**config.mk**
```make
export PLATFORM = sky130hd
export DESIGN_NAME = asram_bus_ctrl
export DESIGN_NICKNAME = d
export VERILOG_FILES = /design/src/rtl/asram_pkg.sv /design/src/rtl/asram_turnaround.sv /design/src/rtl/asram_datapath.sv /design/src/rtl/asram_fsm.sv /design/src/rtl/asram_bus_ctrl.sv
export SDC_FILE = /design/constraint.sdc
export NUM_CORES = 1
export LEC_CHECK = 0
export ABC_AREA = 1
export BUFFER_PORTS_ARGS = -buffer_cell sky130_fd_sc_hd__buf_2
export CORE_MARGIN = 2
export CORE_UTILIZATION = 35
export CTS_CLUSTER_SIZE = 8
export DETAILED_ROUTE_END_ITERATION = 7
export GPL_TIMING_DRIVEN = 0
export PLACE_DENSITY = 0.62
export SYNTH_ARGS = -nofsm -noshare
export SYNTH_HDL_FRONTEND = slang
export SYNTH_SLANG_ARGS = --single-unit
export TNS_END_PERCENT = 30
```
**constraint.sdc**
```tcl
create_clock -name clk -period 1.9 [get_ports clk]
set_clock_uncertainty 0.05 [all_clocks]
set_input_delay 0.19 -clock clk [delete_from_list [all_inputs] [get_ports clk]]
set_output_delay 0.19 -clock clk [all_outputs]
set_load 0.03 [all_outputs]
```
**src/rtl/asram_pkg.sv**
```systemverilog
package asram_pkg;

    typedef enum logic [2:0] {
        ST_IDLE,
        ST_GAP,
        ST_WPULSE,
        ST_WHOLD,
        ST_WRECOV,
        ST_RACCESS
    } asram_state_t;

    // Round a nanosecond limit up to whole clock cycles.
    function automatic int ns_to_cyc(input int ns, input int period_ns);
        if (ns <= 0) return 0;
        return (ns + period_ns - 1) / period_ns;
    endfunction

    function automatic int imax(input int a, input int b);
        return (a > b) ? a : b;
    endfunction

endpackage

```
**src/rtl/asram_turnaround.sv**
```systemverilog
module asram_turnaround #(
    parameter int HZ_CYC = 3
) (
    input  logic clk,
    input  logic rst_n,
    input  logic rd_done,
    output logic hz_clear
);
    localparam int HW = $clog2(HZ_CYC + 2);

    logic [HW-1:0] hz_left;

    // Counts down the float time once the output enable closes.
    always_ff @(posedge clk) begin
        if (!rst_n) begin
            hz_left <= '0;
        end else if (rd_done) begin
            hz_left <= HW'(HZ_CYC);
        end else if (hz_left != '0) begin
            hz_left <= hz_left - 1'b1;
        end
    end

    // A drive starting on the next edge is then at least HZ_CYC edges late.
    assign hz_clear = (hz_left <= HW'(1));

    AST_HZ_BOUNDED: assert property (@(posedge clk) disable iff (!rst_n)
        !rd_done |=> (hz_left <= HW'(HZ_CYC)));

endmodule

```
**src/rtl/asram_datapath.sv**
```systemverilog
module asram_datapath #(
    parameter int ADDR_W = 19,
    parameter int DATA_W = 8
) (
    input  logic              clk,
    input  logic              rst_n,
    input  logic              accept,
    input  logic [ADDR_W-1:0] req_addr,
    input  logic [DATA_W-1:0] req_wdata,
    input  logic              wr_drive,
    input  logic              rd_done,
    input  logic [DATA_W-1:0] dq_in,
    output logic [ADDR_W-1:0] ram_addr,
    output logic [DATA_W-1:0] dq_out,
    output logic              dq_oe,
    output logic              rd_valid,
    output logic [DATA_W-1:0] rd_data
);
    logic [ADDR_W-1:0] addr_q;
    logic [DATA_W-1:0] wdata_q;

    always_ff @(posedge clk) begin
        if (!rst_n) begin
            addr_q   <= '0;
            wdata_q  <= '0;
            rd_valid <= 1'b0;
            rd_data  <= '0;
        end else begin
            if (accept) begin
                addr_q  <= req_addr;
                wdata_q <= req_wdata;
            end
            rd_valid <= rd_done;
            if (rd_done) begin
                rd_data <= dq_in;
            end
        end
    end

    assign ram_addr = addr_q;
    assign dq_out   = wdata_q;
    assign dq_oe    = wr_drive;

    AST_RD_SINGLE_PULSE: assert property (@(posedge clk) disable iff (!rst_n)
        rd_valid |=> !rd_valid);

endmodule

```
**src/rtl/asram_fsm.sv**
```systemverilog
module asram_fsm
    import asram_pkg::*;
#(
    parameter int WP_CYC   = 6,
    parameter int HOLD_CYC = 0,
    parameter int REC_CYC  = 1,
    parameter int RD_CYC   = 7
) (
    input  logic clk,
    input  logic rst_n,
    input  logic req_valid,
    input  logic req_write,
    input  logic hz_clear,
    output logic req_ready,
    output logic accept,
    output logic rd_done,
    output logic cs_act,
    output logic we_act,
    output logic oe_act,
    output logic wr_drive
);
    localparam int CMAX  = imax(imax(WP_CYC, HOLD_CYC), imax(REC_CYC, RD_CYC));
    localparam int CNT_W = $clog2(CMAX + 1);

    asram_state_t     state, state_nxt;
    logic [CNT_W-1:0] cnt, cnt_nxt;

    // State register.
    always_ff @(posedge clk) begin
        if (!rst_n) begin
            state <= ST_IDLE;
            cnt   <= '0;
        end else begin
            state <= state_nxt;
            cnt   <= cnt_nxt;
        end
    end

    // Transitions.
    always_comb begin
        state_nxt = state;
        cnt_nxt   = (cnt == '0) ? '0 : cnt - 1'b1;
        unique case (state)
            ST_IDLE: begin
                if (req_valid) begin
                    if (!req_write) begin
                        state_nxt = ST_RACCESS;
                        cnt_nxt   = CNT_W'(RD_CYC - 1);
                    end else if (!hz_clear) begin
                        state_nxt = ST_GAP;
                    end else begin
                        state_nxt = ST_WPULSE;
                        cnt_nxt   = CNT_W'(WP_CYC - 1);
                    end
                end
            end
            ST_GAP: begin
                if (hz_clear) begin
                    state_nxt = ST_WPULSE;
                    cnt_nxt   = CNT_W'(WP_CYC - 1);
                end
            end
            ST_WPULSE: begin
                if (cnt == '0) begin
                    if (HOLD_CYC > 0) begin
                        state_nxt = ST_WHOLD;
                        cnt_nxt   = CNT_W'(imax(HOLD_CYC - 1, 0));
                    end else if (REC_CYC > 0) begin
                        state_nxt = ST_WRECOV;
                        cnt_nxt   = CNT_W'(imax(REC_CYC - 1, 0));
                    end else begin
                        state_nxt = ST_IDLE;
                    end
                end
            end
            ST_WHOLD: begin
                if (cnt == '0) begin
                    if (REC_CYC > 0) begin
                        state_nxt = ST_WRECOV;
                        cnt_nxt   = CNT_W'(imax(REC_CYC - 1, 0));
                    end else begin
                        state_nxt = ST_IDLE;
                    end
                end
            end
            ST_WRECOV: begin
                if (cnt == '0) state_nxt = ST_IDLE;
            end
            ST_RACCESS: begin
                if (cnt == '0) state_nxt = ST_IDLE;
            end
            default: state_nxt = ST_IDLE;
        endcase
    end

    // Outputs decoded from the state.
    always_comb begin
        req_ready = 1'b0;
        cs_act    = 1'b0;
        we_act    = 1'b0;
        oe_act    = 1'b0;
        wr_drive  = 1'b0;
        rd_done   = 1'b0;
        unique case (state)
            ST_IDLE:    req_ready = 1'b1;
            ST_GAP:     ;
            ST_WPULSE: begin
                cs_act   = 1'b1;
                we_act   = 1'b1;
                wr_drive = 1'b1;
            end
            ST_WHOLD: begin
                cs_act   = 1'b1;
                wr_drive = 1'b1;
            end
            ST_WRECOV:  ;
            ST_RACCESS: begin
                cs_act  = 1'b1;
                oe_act  = 1'b1;
                rd_done = (cnt == '0);
            end
            default:    ;
        endcase
        accept = req_ready && req_valid;
    end

    AST_READY_DROPS: assert property (@(posedge clk) disable iff (!rst_n)
        accept |=> !req_ready);

    AST_GAP_ONLY_FOR_WRITE: assert property (@(posedge clk) disable iff (!rst_n)
        (state == ST_GAP) |-> $past(req_write || state == ST_GAP));

endmodule

```
**src/rtl/asram_bus_ctrl.sv**
```systemverilog
module asram_bus_ctrl
    import asram_pkg::*;
#(
    parameter int ADDR_W    = 19,
    parameter int DATA_W    = 8,
    parameter int CLK_NS    = 10,
    parameter int T_WC_NS   = 70,
    parameter int T_WP_NS   = 55,
    parameter int T_AW_NS   = 60,
    parameter int T_CW_NS   = 60,
    parameter int T_DW_NS   = 30,
    parameter int T_DH_NS   = 0,
    parameter int T_RC_NS   = 70,
    parameter int T_AA_NS   = 70,
    parameter int T_CO_NS   = 70,
    parameter int T_OE_NS   = 35,
    parameter int T_HZ_NS   = 25
) (
    input  logic              clk,
    input  logic              rst_n,
    input  logic              req_valid,
    output logic              req_ready,
    input  logic              req_write,
    input  logic [ADDR_W-1:0] req_addr,
    input  logic [DATA_W-1:0] req_wdata,
    output logic              rd_valid,
    output logic [DATA_W-1:0] rd_data,
    output logic [ADDR_W-1:0] ram_addr,
    output logic              ram_cs_n,
    output logic              ram_cs,
    output logic              ram_we_n,
    output logic              ram_oe_n,
    output logic [DATA_W-1:0] ram_dq_out,
    output logic              ram_dq_oe,
    input  logic [DATA_W-1:0] ram_dq_in
);
    localparam int WP_CYC   = imax(imax(ns_to_cyc(T_WP_NS, CLK_NS), ns_to_cyc(T_AW_NS, CLK_NS)),
                                   imax(imax(ns_to_cyc(T_CW_NS, CLK_NS), ns_to_cyc(T_DW_NS, CLK_NS)), 1));
    localparam int HOLD_CYC = ns_to_cyc(T_DH_NS, CLK_NS);
    localparam int REC_CYC  = imax(ns_to_cyc(T_WC_NS, CLK_NS) - WP_CYC - HOLD_CYC, 0);
    localparam int RD_CYC   = imax(imax(ns_to_cyc(T_RC_NS, CLK_NS), ns_to_cyc(T_AA_NS, CLK_NS)),
                                   imax(imax(ns_to_cyc(T_CO_NS, CLK_NS), ns_to_cyc(T_OE_NS, CLK_NS)), 1));
    localparam int HZ_CYC   = ns_to_cyc(T_HZ_NS, CLK_NS);

    logic accept, rd_done, hz_clear;
    logic cs_act, we_act, oe_act, wr_drive;

    asram_fsm #(
        .WP_CYC   (WP_CYC),
        .HOLD_CYC (HOLD_CYC),
        .REC_CYC  (REC_CYC),
        .RD_CYC   (RD_CYC)
    ) i_fsm (
        .clk       (clk),
        .rst_n     (rst_n),
        .req_valid (req_valid),
        .req_write (req_write),
        .hz_clear  (hz_clear),
        .req_ready (req_ready),
        .accept    (accept),
        .rd_done   (rd_done),
        .cs_act    (cs_act),
        .we_act    (we_act),
        .oe_act    (oe_act),
        .wr_drive  (wr_drive)
    );

    asram_turnaround #(
        .HZ_CYC (HZ_CYC)
    ) i_turn (
        .clk      (clk),
        .rst_n    (rst_n),
        .rd_done  (rd_done),
        .hz_clear (hz_clear)
    );

    asram_datapath #(
        .ADDR_W (ADDR_W),
        .DATA_W (DATA_W)
    ) i_dp (
        .clk       (clk),
        .rst_n     (rst_n),
        .accept    (accept),
        .req_addr  (req_addr),
        .req_wdata (req_wdata),
        .wr_drive  (wr_drive),
        .rd_done   (rd_done),
        .dq_in     (ram_dq_in),
        .ram_addr  (ram_addr),
        .dq_out    (ram_dq_out),
        .dq_oe     (ram_dq_oe),
        .rd_valid  (rd_valid),
        .rd_data   (rd_data)
    );

    assign ram_cs_n = ~cs_act;
    assign ram_cs   = cs_act;
    assign ram_we_n = ~we_act;
    assign ram_oe_n = ~oe_act;

    // Window counters for the timing checks.
    logic [7:0] we_len_q, since_oe_q;

    always_ff @(posedge clk) begin
        if (!rst_n) begin
            we_len_q   <= '0;
            since_oe_q <= 8'hFF;
        end else begin
            we_len_q   <= ram_we_n ? 8'd0 : ((we_len_q == 8'hFF) ? 8'hFF : we_len_q + 8'd1);
            since_oe_q <= !ram_oe_n ? 8'd0 : ((since_oe_q == 8'hFF) ? 8'hFF : since_oe_q + 8'd1);
        end
    end

    AST_QUIET_WHEN_READY: assert property (@(posedge clk) disable iff (!rst_n)
        req_ready |-> (ram_cs_n && !ram_cs && ram_we_n && ram_oe_n && !ram_dq_oe));

    AST_WE_WIDTH: assert property (@(posedge clk) disable iff (!rst_n)
        $rose(ram_we_n) |-> (we_len_q == 8'(WP_CYC)));

    AST_WE_SELECTED: assert property (@(posedge clk) disable iff (!rst_n)
        !ram_we_n |-> (!ram_cs_n && ram_cs && ram_oe_n));

    AST_DRIVE_NOT_WITH_OE: assert property (@(posedge clk) disable iff (!rst_n)
        ram_dq_oe |-> ram_oe_n);

    AST_TURNAROUND: assert property (@(posedge clk) disable iff (!rst_n)
        ram_dq_oe |-> (since_oe_q >= 8'(HZ_CYC)));

    AST_ADDR_HELD: assert property (@(posedge clk) disable iff (!rst_n)
        (!ram_cs_n && $past(!ram_cs_n)) |-> $stable(ram_addr));

    AST_RD_AT_READY: assert property (@(posedge clk) disable iff (!rst_n)
        rd_valid |-> req_ready);

endmodule

```
==> qor.csv <==
metric,value,unit
FILL cells,604,
overall die height,78.5,um
Power Density,1380,nW/um2
CTS Sinks,45,
Register Area,901,um2
FP Rows,27,
chip width,78.5,um
largest family of logic cells by synthesized area,simple AND/OR/NAND/NOR gates,
worst hold slack,0.0277,ns
"CTS clk-pin slew, worst paths",0.09,ns
gr usage total,15.8,%
Tmin final,1.78,ns
M1 wire length,2100,um
worst slew pin tran,0.495,ns
register area share after synthesis,46.4,%
CTS root buffer,clkbuf_8,
Die ar.,6160,um2
total power draw,0.00349,W
Post-CTS Hold Fix Bufs,0,
initial antenna violation count,0,
Placeable Area,5440,um2
Util after Layout,46.5,%
CTS Buf Count,5,
dpl hpwl,3440,um
area fraction in compound gates after synthesis,10.8,%
CP arrival,1.97,ns
Highest Signal Layer,met4,
WL final,4730,um
"Setup violations, final",0,
syn avg cell area,7.59,um2
area of the multi-input gates,885,um2
RSZ-0062 raised after global routing,false,
"commonest non-fill, non-tap cell in the layout",buf_2,
CP Launch Type,register,
PortBufs,80,
Slew headroom,67.0,%
"setup slack, reg-to-reg",0.12,ns
First-pass DRT Iterations,4,
total gr overflow,0,
largest net degree at the start of global routing,15,
via count,1929,
"commonest non-fill, non-tap cells in the layout","84 x buf_2, 71 x nand2_1, 45 x dfxtp_1, 42 x nand3_1, 31 x a21oi_1",
Yosys Warn Count,0,
Max Fanout on Critical Path,10,
Mapped Area,1940,um2
Post-Synth XOR/XNOR Area,0.451,%
post-CTS setup buffers,0,
worst path required time,2.09,ns
layout cells sized above 1,32.0,%
Routed WL per cell,11.4,um
nets,388,
"Clk Latency, worst-skew pair",0.29,ns
DRT antenna net count,0,
Final Cell Area,2530,um2
number of top-level pins,81,
CTS H-tree lvls,2,
Final Slew Violations,0,
first-pass GRT wire length,7880,um
Via-to-Cell Ratio,4.64,
Worst Setup End Kind,register,
final worst path period share,93.7,%
Post-Place Cell Area,2430,um2
syn nets,301,
worst hold-check path type,primary input to register,
static leakage,1.28,nW
clk buf depth,2,
TNS Setup,0,ns
DRC,0,
VDD IR-drop max,0.650,mV
final hold violations,0,
post-synthesis adder-cell area fraction,3.87,%
Ant. Diodes,0,
"FF+latch count, synth",45,
Max Freq,0.562,GHz
Initial Util,35.7,%
mux cell area share after synthesis,0,%
Post-Synth Simple-Gate Area,30.5,%
post-synthesis instance total,256,
"Distinct cells, synth",26,
vias in the first global route,1765,
DR iter-0 viols,122,
status,"complete, no violations",
synthesis-to-layout area growth,30.2,%
category of the most critical setup path,register to register,
Max Cap Viol,0,
routed length on met2,2420,um
routed length on met3,147,um
RD Place Congestion,0.833,
CTS tree,built,
Resized cells post-CTS,0,
worst max-delay path: stages (launching register included):
cell,delay (ns)
dfxtp_1,0.33
or2_2,0.31
inv_1,0.07
ha_1,0.24
nand4_4,0.20
or2_4,0.31
inv_6,0.09
nand2_1,0.06
nand2_1,0.05
cells by family (layout without fill, tap and decap cells):
| logic type | after synthesis | after routing |
|---|---|---|
| buf+inv | 32 | 120 |
| xor+xnor | 1 | 1 |
| fa+ha+maj | 6 | 6 |
| flops | 45 | 45 |
| compound gates | 40 | 40 |
| simple gates | 132 | 132 |
final cells by class:
type | instances | area share (%)
Buffer | 14 | 3.32
Clock buffer | 6 | 3.27
Clock inverter | 2 | 0.544
Inverter | 18 | 2.87
Multi-Input combinational cell | 179 | 35.0
Sequential cell | 45 | 35.6
Tap cell | 72 | 3.56
Timing Repair Buffer | 80 | 15.8
registers in the layout (all words and copies together) (netlist names):
signal	count
i_fsm.cnt	3
i_dp.rd_valid	1
i_dp.ram_addr	19
i_dp.dq_out	8
i_dp.rd_data	8
i_turn.hz_left	3
i_fsm.state	3
synthesized netlist by cell type:
| cell type | n | area share (%) |
|---|---|---|
| or2_2 | 2 | 0.64 |
| a21oi_1 | 31 | 8.0 |
| dfxtp_1 | 45 | 46 |
| inv_1 | 14 | 2.7 |
| o21ai_0 | 4 | 1.0 |
| a31oi_1 | 1 | 0.32 |
| nand3_1 | 42 | 11 |
| nor2_1 | 10 | 1.9 |
| nand2_1 | 71 | 14 |
| nand4_4 | 1 | 1.1 |
| buf_2 | 4 | 1.0 |
| o21ai_1 | 2 | 0.52 |
| o211a_1 | 1 | 0.52 |
| ha_1 | 6 | 3.9 |
| buf_4 | 3 | 1.2 |
| o211ai_1 | 1 | 0.39 |
| nand2_2 | 3 | 0.97 |
| clkbuf_1 | 4 | 0.77 |
| nor2_2 | 1 | 0.32 |
| buf_6 | 2 | 1.2 |
| or2_4 | 1 | 0.45 |
| buf_1 | 1 | 0.19 |
| inv_6 | 1 | 0.45 |
| nand3_2 | 1 | 0.52 |
| xor2_1 | 1 | 0.45 |
| inv_2 | 3 | 0.58 |
power by group:
part | switching (W) | total (W) | internal [W]
Sequential | 0.000100 | 0.00123 | 0.00113
Combinational | 0.00110 | 0.00165 | 0.000544
Clock | 0.000326 | 0.000621 | 0.000295
layer usage:
metal	up-vias	global-route usage [%]
met1	885	19.3
met4	0	4.91
li1	1005	-
met5	-	0
met2	33	28.2
met3	6	2.99
through the flow:
step	std cells	setup slack, ns
after global placement	408	0.162
after detailed placement	408	0.146
final	416	0.120
after global routing	416	0.00968
after floorplan	256	0.313
after CTS	416	0.121
final timing paths:
kind | from | to | cells after the start
worst min register to register | i_dp.ram_addr[8]$_SDFFE_PN0P_ | i_dp.ram_addr[8]$_SDFFE_PN0P_ | 2
worst max-delay path | i_fsm.cnt[0]$_SDFF_PN0_ | i_dp.rd_data[7]$_SDFFE_PN0P_ | 8
worst max register to register | i_fsm.cnt[0]$_SDFF_PN0_ | i_dp.rd_data[7]$_SDFFE_PN0P_ | 8
worst min-delay path | ram_dq_in[3] | i_dp.rd_data[3]$_SDFFE_PN0P_ | 3
Note: power is estimated with default switching activity, not from simulation.
